<file path="src/rtl/pci_dec_pkg.sv">
package pci_dec_pkg;
  localparam logic [1:0] SP_CFG = 2'd0;
  localparam logic [1:0] SP_IO  = 2'd1;
  localparam logic [1:0] SP_REG = 2'd2;
  localparam logic [1:0] SP_RAM = 2'd3;

  localparam logic [3:0] CMD_IO_RD  = 4'b0010;
  localparam logic [3:0] CMD_IO_WR  = 4'b0011;
  localparam logic [3:0] CMD_MEM_RD = 4'b0110;
  localparam logic [3:0] CMD_MEM_WR = 4'b0111;
  localparam logic [3:0] CMD_CFG_RD = 4'b1010;
  localparam logic [3:0] CMD_CFG_WR = 4'b1011;
endpackage

</file>
<file path="src/rtl/pci_cmd_decode.sv">
module pci_cmd_decode
  import pci_dec_pkg::*;
(
  input  logic [3:0] cmd_i,
  output logic       is_cfg_o,
  output logic       is_io_o,
  output logic       is_mem_o,
  output logic       is_wr_o
);
  always_comb begin
    is_cfg_o = 1'b0;
    is_io_o  = 1'b0;
    is_mem_o = 1'b0;
    unique case (cmd_i)
      CMD_IO_RD,  CMD_IO_WR:  is_io_o  = 1'b1;
      CMD_MEM_RD, CMD_MEM_WR: is_mem_o = 1'b1;
      CMD_CFG_RD, CMD_CFG_WR: is_cfg_o = 1'b1;
      default: ;
    endcase
    is_wr_o = cmd_i[0];
  end
endmodule

</file>
<file path="src/rtl/pci_func_window.sv">
module pci_func_window #(
  parameter int AW         = 32,
  parameter int REG_BASE_W = 24,
  parameter int RAM_BASE_W = 20
) (
  input  logic [AW-1:0]         addr_i,
  input  logic                  is_io_i,
  input  logic                  is_mem_i,
  input  logic                  io_en_i,
  input  logic                  mem_en_i,
  input  logic [REG_BASE_W-1:0] io_base_i,
  input  logic [REG_BASE_W-1:0] reg_base_i,
  input  logic [RAM_BASE_W-1:0] ram_base_i,
  output logic                  io_hit_o,
  output logic                  reg_hit_o,
  output logic                  ram_hit_o
);
  logic [REG_BASE_W-1:0] upper_reg;
  logic [RAM_BASE_W-1:0] upper_ram;

  assign upper_reg = addr_i[AW-1 -: REG_BASE_W];
  assign upper_ram = addr_i[AW-1 -: RAM_BASE_W];

  assign io_hit_o  = is_io_i  && io_en_i  && (upper_reg == io_base_i);
  assign reg_hit_o = is_mem_i && mem_en_i && (upper_reg == reg_base_i);
  assign ram_hit_o = is_mem_i && mem_en_i && (upper_ram == ram_base_i);
endmodule

</file>
<file path="src/rtl/pci_hit_select.sv">
module pci_hit_select
  import pci_dec_pkg::*;
#(
  parameter int NF = 2,
  parameter int FW = 1
) (
  input  logic          is_cfg_i,
  input  logic          is_io_i,
  input  logic          is_mem_i,
  input  logic          cfg_ok_i,
  input  logic [FW-1:0] cfg_func_i,
  input  logic [NF-1:0] io_hit_i,
  input  logic [NF-1:0] reg_hit_i,
  input  logic [NF-1:0] ram_hit_i,
  output logic          hit_o,
  output logic [FW-1:0] func_o,
  output logic [1:0]    space_o
);
  always_comb begin
    hit_o   = 1'b0;
    func_o  = '0;
    space_o = SP_CFG;
    if (is_cfg_i) begin
      hit_o  = cfg_ok_i;
      func_o = cfg_func_i;
    end else if (is_io_i) begin
      // descending scan: lowest index assigned last, wins
      for (int f = NF - 1; f >= 0; f--) begin
        if (io_hit_i[f]) begin
          hit_o   = 1'b1;
          func_o  = FW'(f);
          space_o = SP_IO;
        end
      end
    end else if (is_mem_i) begin
      for (int f = NF - 1; f >= 0; f--) begin
        if (ram_hit_i[f]) begin
          hit_o   = 1'b1;
          func_o  = FW'(f);
          space_o = SP_RAM;
        end
      end
      // register windows override any RAM match
      for (int f = NF - 1; f >= 0; f--) begin
        if (reg_hit_i[f]) begin
          hit_o   = 1'b1;
          func_o  = FW'(f);
          space_o = SP_REG;
        end
      end
    end
  end
endmodule

</file>
<file path="src/rtl/pci_addr_decoder.sv">
module pci_addr_decoder
  import pci_dec_pkg::*;
#(
  parameter  int NUM_FUNC   = 2,
  parameter  int REG_BASE_W = 24,
  parameter  int RAM_BASE_W = 20,
  localparam int AW         = 32,
  localparam int FUNC_W     = (NUM_FUNC > 1) ? $clog2(NUM_FUNC) : 1,
  localparam int REG_OFF_W  = AW - REG_BASE_W,
  localparam int OFF_W      = AW - RAM_BASE_W
) (
  input  logic                           clk_i,
  input  logic                           rst_ni,
  input  logic                           frame_ni,
  input  logic                           irdy_ni,
  input  logic                           idsel_i,
  input  logic [AW-1:0]                  ad_i,
  input  logic [3:0]                     cbe_i,
  input  logic [NUM_FUNC-1:0]            io_en_i,
  input  logic [NUM_FUNC-1:0]            mem_en_i,
  input  logic [NUM_FUNC*REG_BASE_W-1:0] io_base_i,
  input  logic [NUM_FUNC*REG_BASE_W-1:0] reg_base_i,
  input  logic [NUM_FUNC*RAM_BASE_W-1:0] ram_base_i,
  output logic                           hit_o,
  output logic [FUNC_W-1:0]              func_o,
  output logic [1:0]                     space_o,
  output logic                           write_o,
  output logic [OFF_W-1:0]               offset_o
);
  logic is_cfg, is_io, is_mem, is_wr;
  logic cfg_ok;
  logic [FUNC_W-1:0] cfg_func;
  logic [NUM_FUNC-1:0] io_hit, reg_hit, ram_hit;
  logic hit_d;
  logic [FUNC_W-1:0] func_d;
  logic [1:0] space_d;
  logic [OFF_W-1:0] off_d;
  logic idle_q, start, bus_idle;

  pci_cmd_decode u_cmd (
    .cmd_i   (cbe_i),
    .is_cfg_o(is_cfg),
    .is_io_o (is_io),
    .is_mem_o(is_mem),
    .is_wr_o (is_wr)
  );

  assign cfg_ok   = idsel_i && (int'(ad_i[10:8]) < NUM_FUNC);
  assign cfg_func = FUNC_W'(ad_i[10:8]);

  for (genvar g = 0; g < NUM_FUNC; g++) begin : g_fn
    pci_func_window #(
      .AW        (AW),
      .REG_BASE_W(REG_BASE_W),
      .RAM_BASE_W(RAM_BASE_W)
    ) u_win (
      .addr_i    (ad_i),
      .is_io_i   (is_io),
      .is_mem_i  (is_mem),
      .io_en_i   (io_en_i[g]),
      .mem_en_i  (mem_en_i[g]),
      .io_base_i (io_base_i[g*REG_BASE_W +: REG_BASE_W]),
      .reg_base_i(reg_base_i[g*REG_BASE_W +: REG_BASE_W]),
      .ram_base_i(ram_base_i[g*RAM_BASE_W +: RAM_BASE_W]),
      .io_hit_o  (io_hit[g]),
      .reg_hit_o (reg_hit[g]),
      .ram_hit_o (ram_hit[g])
    );
  end

  pci_hit_select #(
    .NF(NUM_FUNC),
    .FW(FUNC_W)
  ) u_sel (
    .is_cfg_i  (is_cfg),
    .is_io_i   (is_io),
    .is_mem_i  (is_mem),
    .cfg_ok_i  (cfg_ok),
    .cfg_func_i(cfg_func),
    .io_hit_i  (io_hit),
    .reg_hit_i (reg_hit),
    .ram_hit_i (ram_hit),
    .hit_o     (hit_d),
    .func_o    (func_d),
    .space_o   (space_d)
  );

  assign off_d = (space_d == SP_RAM) ? ad_i[OFF_W-1:0]
                                     : {{(OFF_W-REG_OFF_W){1'b0}}, ad_i[REG_OFF_W-1:0]};

  assign bus_idle = frame_ni && irdy_ni;
  assign start    = !frame_ni && idle_q;

  always_ff @(posedge clk_i or negedge rst_ni) begin
    if (!rst_ni) begin
      idle_q   <= 1'b1;
      hit_o    <= 1'b0;
      func_o   <= '0;
      space_o  <= SP_CFG;
      write_o  <= 1'b0;
      offset_o <= '0;
    end else begin
      idle_q <= bus_idle;
      if (start) begin
        hit_o    <= hit_d;
        func_o   <= hit_d ? func_d  : '0;
        space_o  <= hit_d ? space_d : SP_CFG;
        write_o  <= hit_d && is_wr;
        offset_o <= hit_d ? off_d   : '0;
      end else if (bus_idle) begin
        hit_o <= 1'b0;
      end
    end
  end
endmodule

</file>
<file path="config.mk">
export PLATFORM = sky130hd
export DESIGN_NAME = pci_addr_decoder
export DESIGN_NICKNAME = d
export VERILOG_FILES = /design/src/rtl/pci_dec_pkg.sv /design/src/rtl/pci_cmd_decode.sv /design/src/rtl/pci_func_window.sv /design/src/rtl/pci_hit_select.sv /design/src/rtl/pci_addr_decoder.sv
export SDC_FILE = /design/constraint.sdc
export NUM_CORES = 1
export LEC_CHECK = 0
export BUFFER_PORTS_ARGS = -buffer_cell sky130_fd_sc_hd__buf_2
export CAP_MARGIN = 40
export CORE_UTILIZATION = 44
export DETAILED_ROUTE_END_ITERATION = 10
export PLACE_DENSITY = 0.88
export SYNTH_ARGS = -nofsm -noshare
export SYNTH_HDL_FRONTEND = slang
export SYNTH_SLANG_ARGS = --single-unit
</file>
<file path="constraint.sdc">
create_clock -name clk_i -period 4.65 [get_ports clk_i]
set_clock_uncertainty 0.05 [all_clocks]
set_input_delay 0.2325 -clock clk_i [delete_from_list [all_inputs] [get_ports clk_i]]
set_output_delay 0.2325 -clock clk_i [all_outputs]
set_load 0.03 [all_outputs]
</file>
==> qor.yml <==
run_status:
  status: "complete, no violations"
grt:
  grt_pass1_vias: 2790
  overflow: 0
  antenna_found_initial: 0
  grt_pass1_wl_mm: 13.43
  grt_max_degree: 19
  track_usage: 0.2918
sta:
  period_minus_slack_ns: 2.097
  hold-worst-slack_ns: 0.1550
  setup_ws_ns: 2.553
  hold_viol: 0
  maxSlewHeadroom: 0.5571
  slew_viol_final: 0
  tns_ns: 0
  period_share: 0.4511
  max_freq_mhz: 476.8
  worstMarginPinSlew_ns: 0.6644
  setup_violations: 0
  rsz0062_at_grt: "no"
logic_synthesis:
  yosys.area_share.simple: 0.1545
  synth_area_leaders: "xnor2_1 31%, dfrtp_1 17%, xor2_1 16%"
  synthMuxAreaShare: 0
  synth_cell_type_count: 34
  synthAdderAreaFrac: 0
  ys_top_cells_by_count: "89 x xnor2_1, 47 x xor2_1, 25 x nand4_1"
  synth_flop_cell: "dfrtp_1"
  synth_top_family_by_area: "XOR/XNOR gates"
  synth-seq-area-share: 0.1810
  synthesis.nets: 455
  synth-xor-area-share: 0.4774
  async_flop_share: 1.000
  synth_area_sq_um: 2495
  synth_cells: 274
  yosysTopAreaCell: "xnor2_1"
  yosysWarnings: 0
  synth_compound_area_frac: 0.1013
  synth-edff-count: 0
  syn_avg_cell_area_sq_um: 9.105
  yosysMostFrequentCell: "xnor2_1"
  synth_top_cell_area_share: 0.3124
  synth_seq_cells: 18
place:
  gp_congestion: 0.9149
  io_buffers: 197
  hpwl_mm: 7.646
  post-place-ws_ns: 2.405
  placed_cell_area_sq_um: 3361
setup_path:
  crit_end: "offset_o[7]"
  arrival_ns: 2.23
  crit_type: "flop to flop"
  crit_start: "idle_q"
  r2r_slack_ns: 2.55
  crit_fanout: 18
  rr_worst_depth: 5
  startpoint_type: "flop"
  critPathRequiredTime_ns: 4.78
  r2r_end: "offset_o[7]"
  critPathCaptureType: "flop"
  timing.rr.start: "idle_q"
clocking:
  cts_hold_buf: 1
  post_cts_buffers: 0
  cts_root_buf: "clkbuf_8"
  cts_max_path_buffers: 2
  cts_max_level: 1
  cts_buffers: 3
  clk_latency_ns: 0.24
  cts_tree: "done"
  cts_resized: 0
  clkTransAtPathRegs_ns: 0.07
  cts.sinks: 18
power:
  leakage_nw: 1.599
  total_power_w: 0.0005698
  power_frac_comb: 0.487
  swShare: 0.3349
  power_density_nw_per_um2: 166.3
  clockPowerShare: 0.216
  intPower_w: 0.0003790
  seq_power_share: 0.296
  power_switching_w: 0.0001908
  vdd_ir_drop_max_mv: 0.1283
final_layout:
  multi_input_area_sq_um: 1829
  num_antenna_cells: 0
  area_growth_pct: 37.31
  drive_gt1_frac: 0.4677
  seqCellArea_sq_um: 451.7
  stdcell_area_sq_um: 3426
  num-nets-final: 631
  fill_cells: 492
drt:
  antenna_left: 0
  drc: 0
  avgViaCountPerCell: 5.223
  wl_per_cell_um: 16.90
  vias: 2721
  drt_first_pass_iters: 4
  finalWirelength_mm: 8.804
  drt-initial-drc-count: 90
floorplan:
  num_rows: 27
  die_h_um: 77.30
  dieArea_sq_um: 5975
  die_w_um: 77.30
  initial_core_util: 0.4559
  io_pins: 198
  core-area_sq_um: 5473
run:
  drv_cap: 0
min_path:
  hold_class: "primary input to flop"
kinds of logic after synthesis:
group | after synthesis
buffers and inverters | 28
and+or+nand+nor | 64
AOI/OAI and AO/OA | 28
DFF | 18
xor gates and xnor gates | 136
layout by cell type, fill, tap and decap left out, types with 2 or more instances in the layout:
master,Yosys,final
a21o_1,2,2
xor2_1,47,47
nor2_1,3,3
nand4_1,25,25
dfrtp_1,17,17
nand2_1,11,11
nor4_1,12,12
buf_2,12,197
nor3_1,4,4
clkbuf_8,0,4
xnor2_1,89,89
nor4_2,3,3
a21oi_1,2,2
a22o_1,14,14
power groups by stage:
| stage | clock network (W) | logic, W | registers (W) |
|---|---|---|---|
| after global routing | 0.000134 | 0.000300 | 0.000170 |
| final | 0.000123 | 0.000278 | 0.000169 |
| after detailed placement | 0 | 0.000277 | 0.000172 |
| after global placement | 0 | 0.000271 | 0.000172 |
| after floorplan | 0 | 0.000152 | 0.000187 |
| after CTS | 0.000125 | 0.000279 | 0.000169 |
layer usage:
metal / wire [um] / GRT usage / part of all wire / vias to the layer above
li1: - / - / - / 1289
met1: 3479 / 0.3423 / 0.40 / 1253
met2: 4460 / 0.5372 / 0.51 / 157
met3: 588 / 0.03214 / 0.067 / 22
met4: 276 / 0.1094 / 0.031 / 0
met5: 0 / 0 / 0 / -
metrics by stage:
step | utilization | std cells
5_1_grt | 0.6260 | 521
2_1_floorplan | - | 274
4_1_cts | 0.6260 | 521
3_5_place_dp | 0.6141 | 516
6_report | 0.6260 | 521
3_3_place_gp | 0.6141 | 516
area by class of cell:
cell class / instances / area share
clock buffer: 4 / 0.01607
inverter: 1 / 0.001096
multi-input combinational: 228 / 0.5340
sequential: 18 / 0.1318
tap: 72 / 0.02630
timing repair buffer: 198 / 0.2907
worst max-delay path, stage by stage (launching register included):
cell and delay [ns]:
dfstp_2 0.52, nand2b_1 0.35, a41o_1 0.35, a31o_2 0.26, a31oi_4 0.32, a22o_1 0.20
how the worst min path moves through the flow:
stage | start | to | slack [ns] | cells after the start
global placement | rst_ni | offset_o[2] | 0.11 | 1
global route | ad_i[1] | offset_o[1] | 0.15 | 2
CTS | ad_i[1] | offset_o[1] | 0.15 | 2
detailed placement | rst_ni | offset_o[4] | 0.12 | 1
finish | ad_i[1] | offset_o[1] | 0.16 | 2
floorplan | rst_ni | func_o | -0.11 | 0
registers in the layout, summed over array words and instances (netlist names):
name      flops
hit_o         1
offset_o     12
idle_q        1
func_o        1
write_o       1
space_o       2
Power figures use the tool's default switching activity.
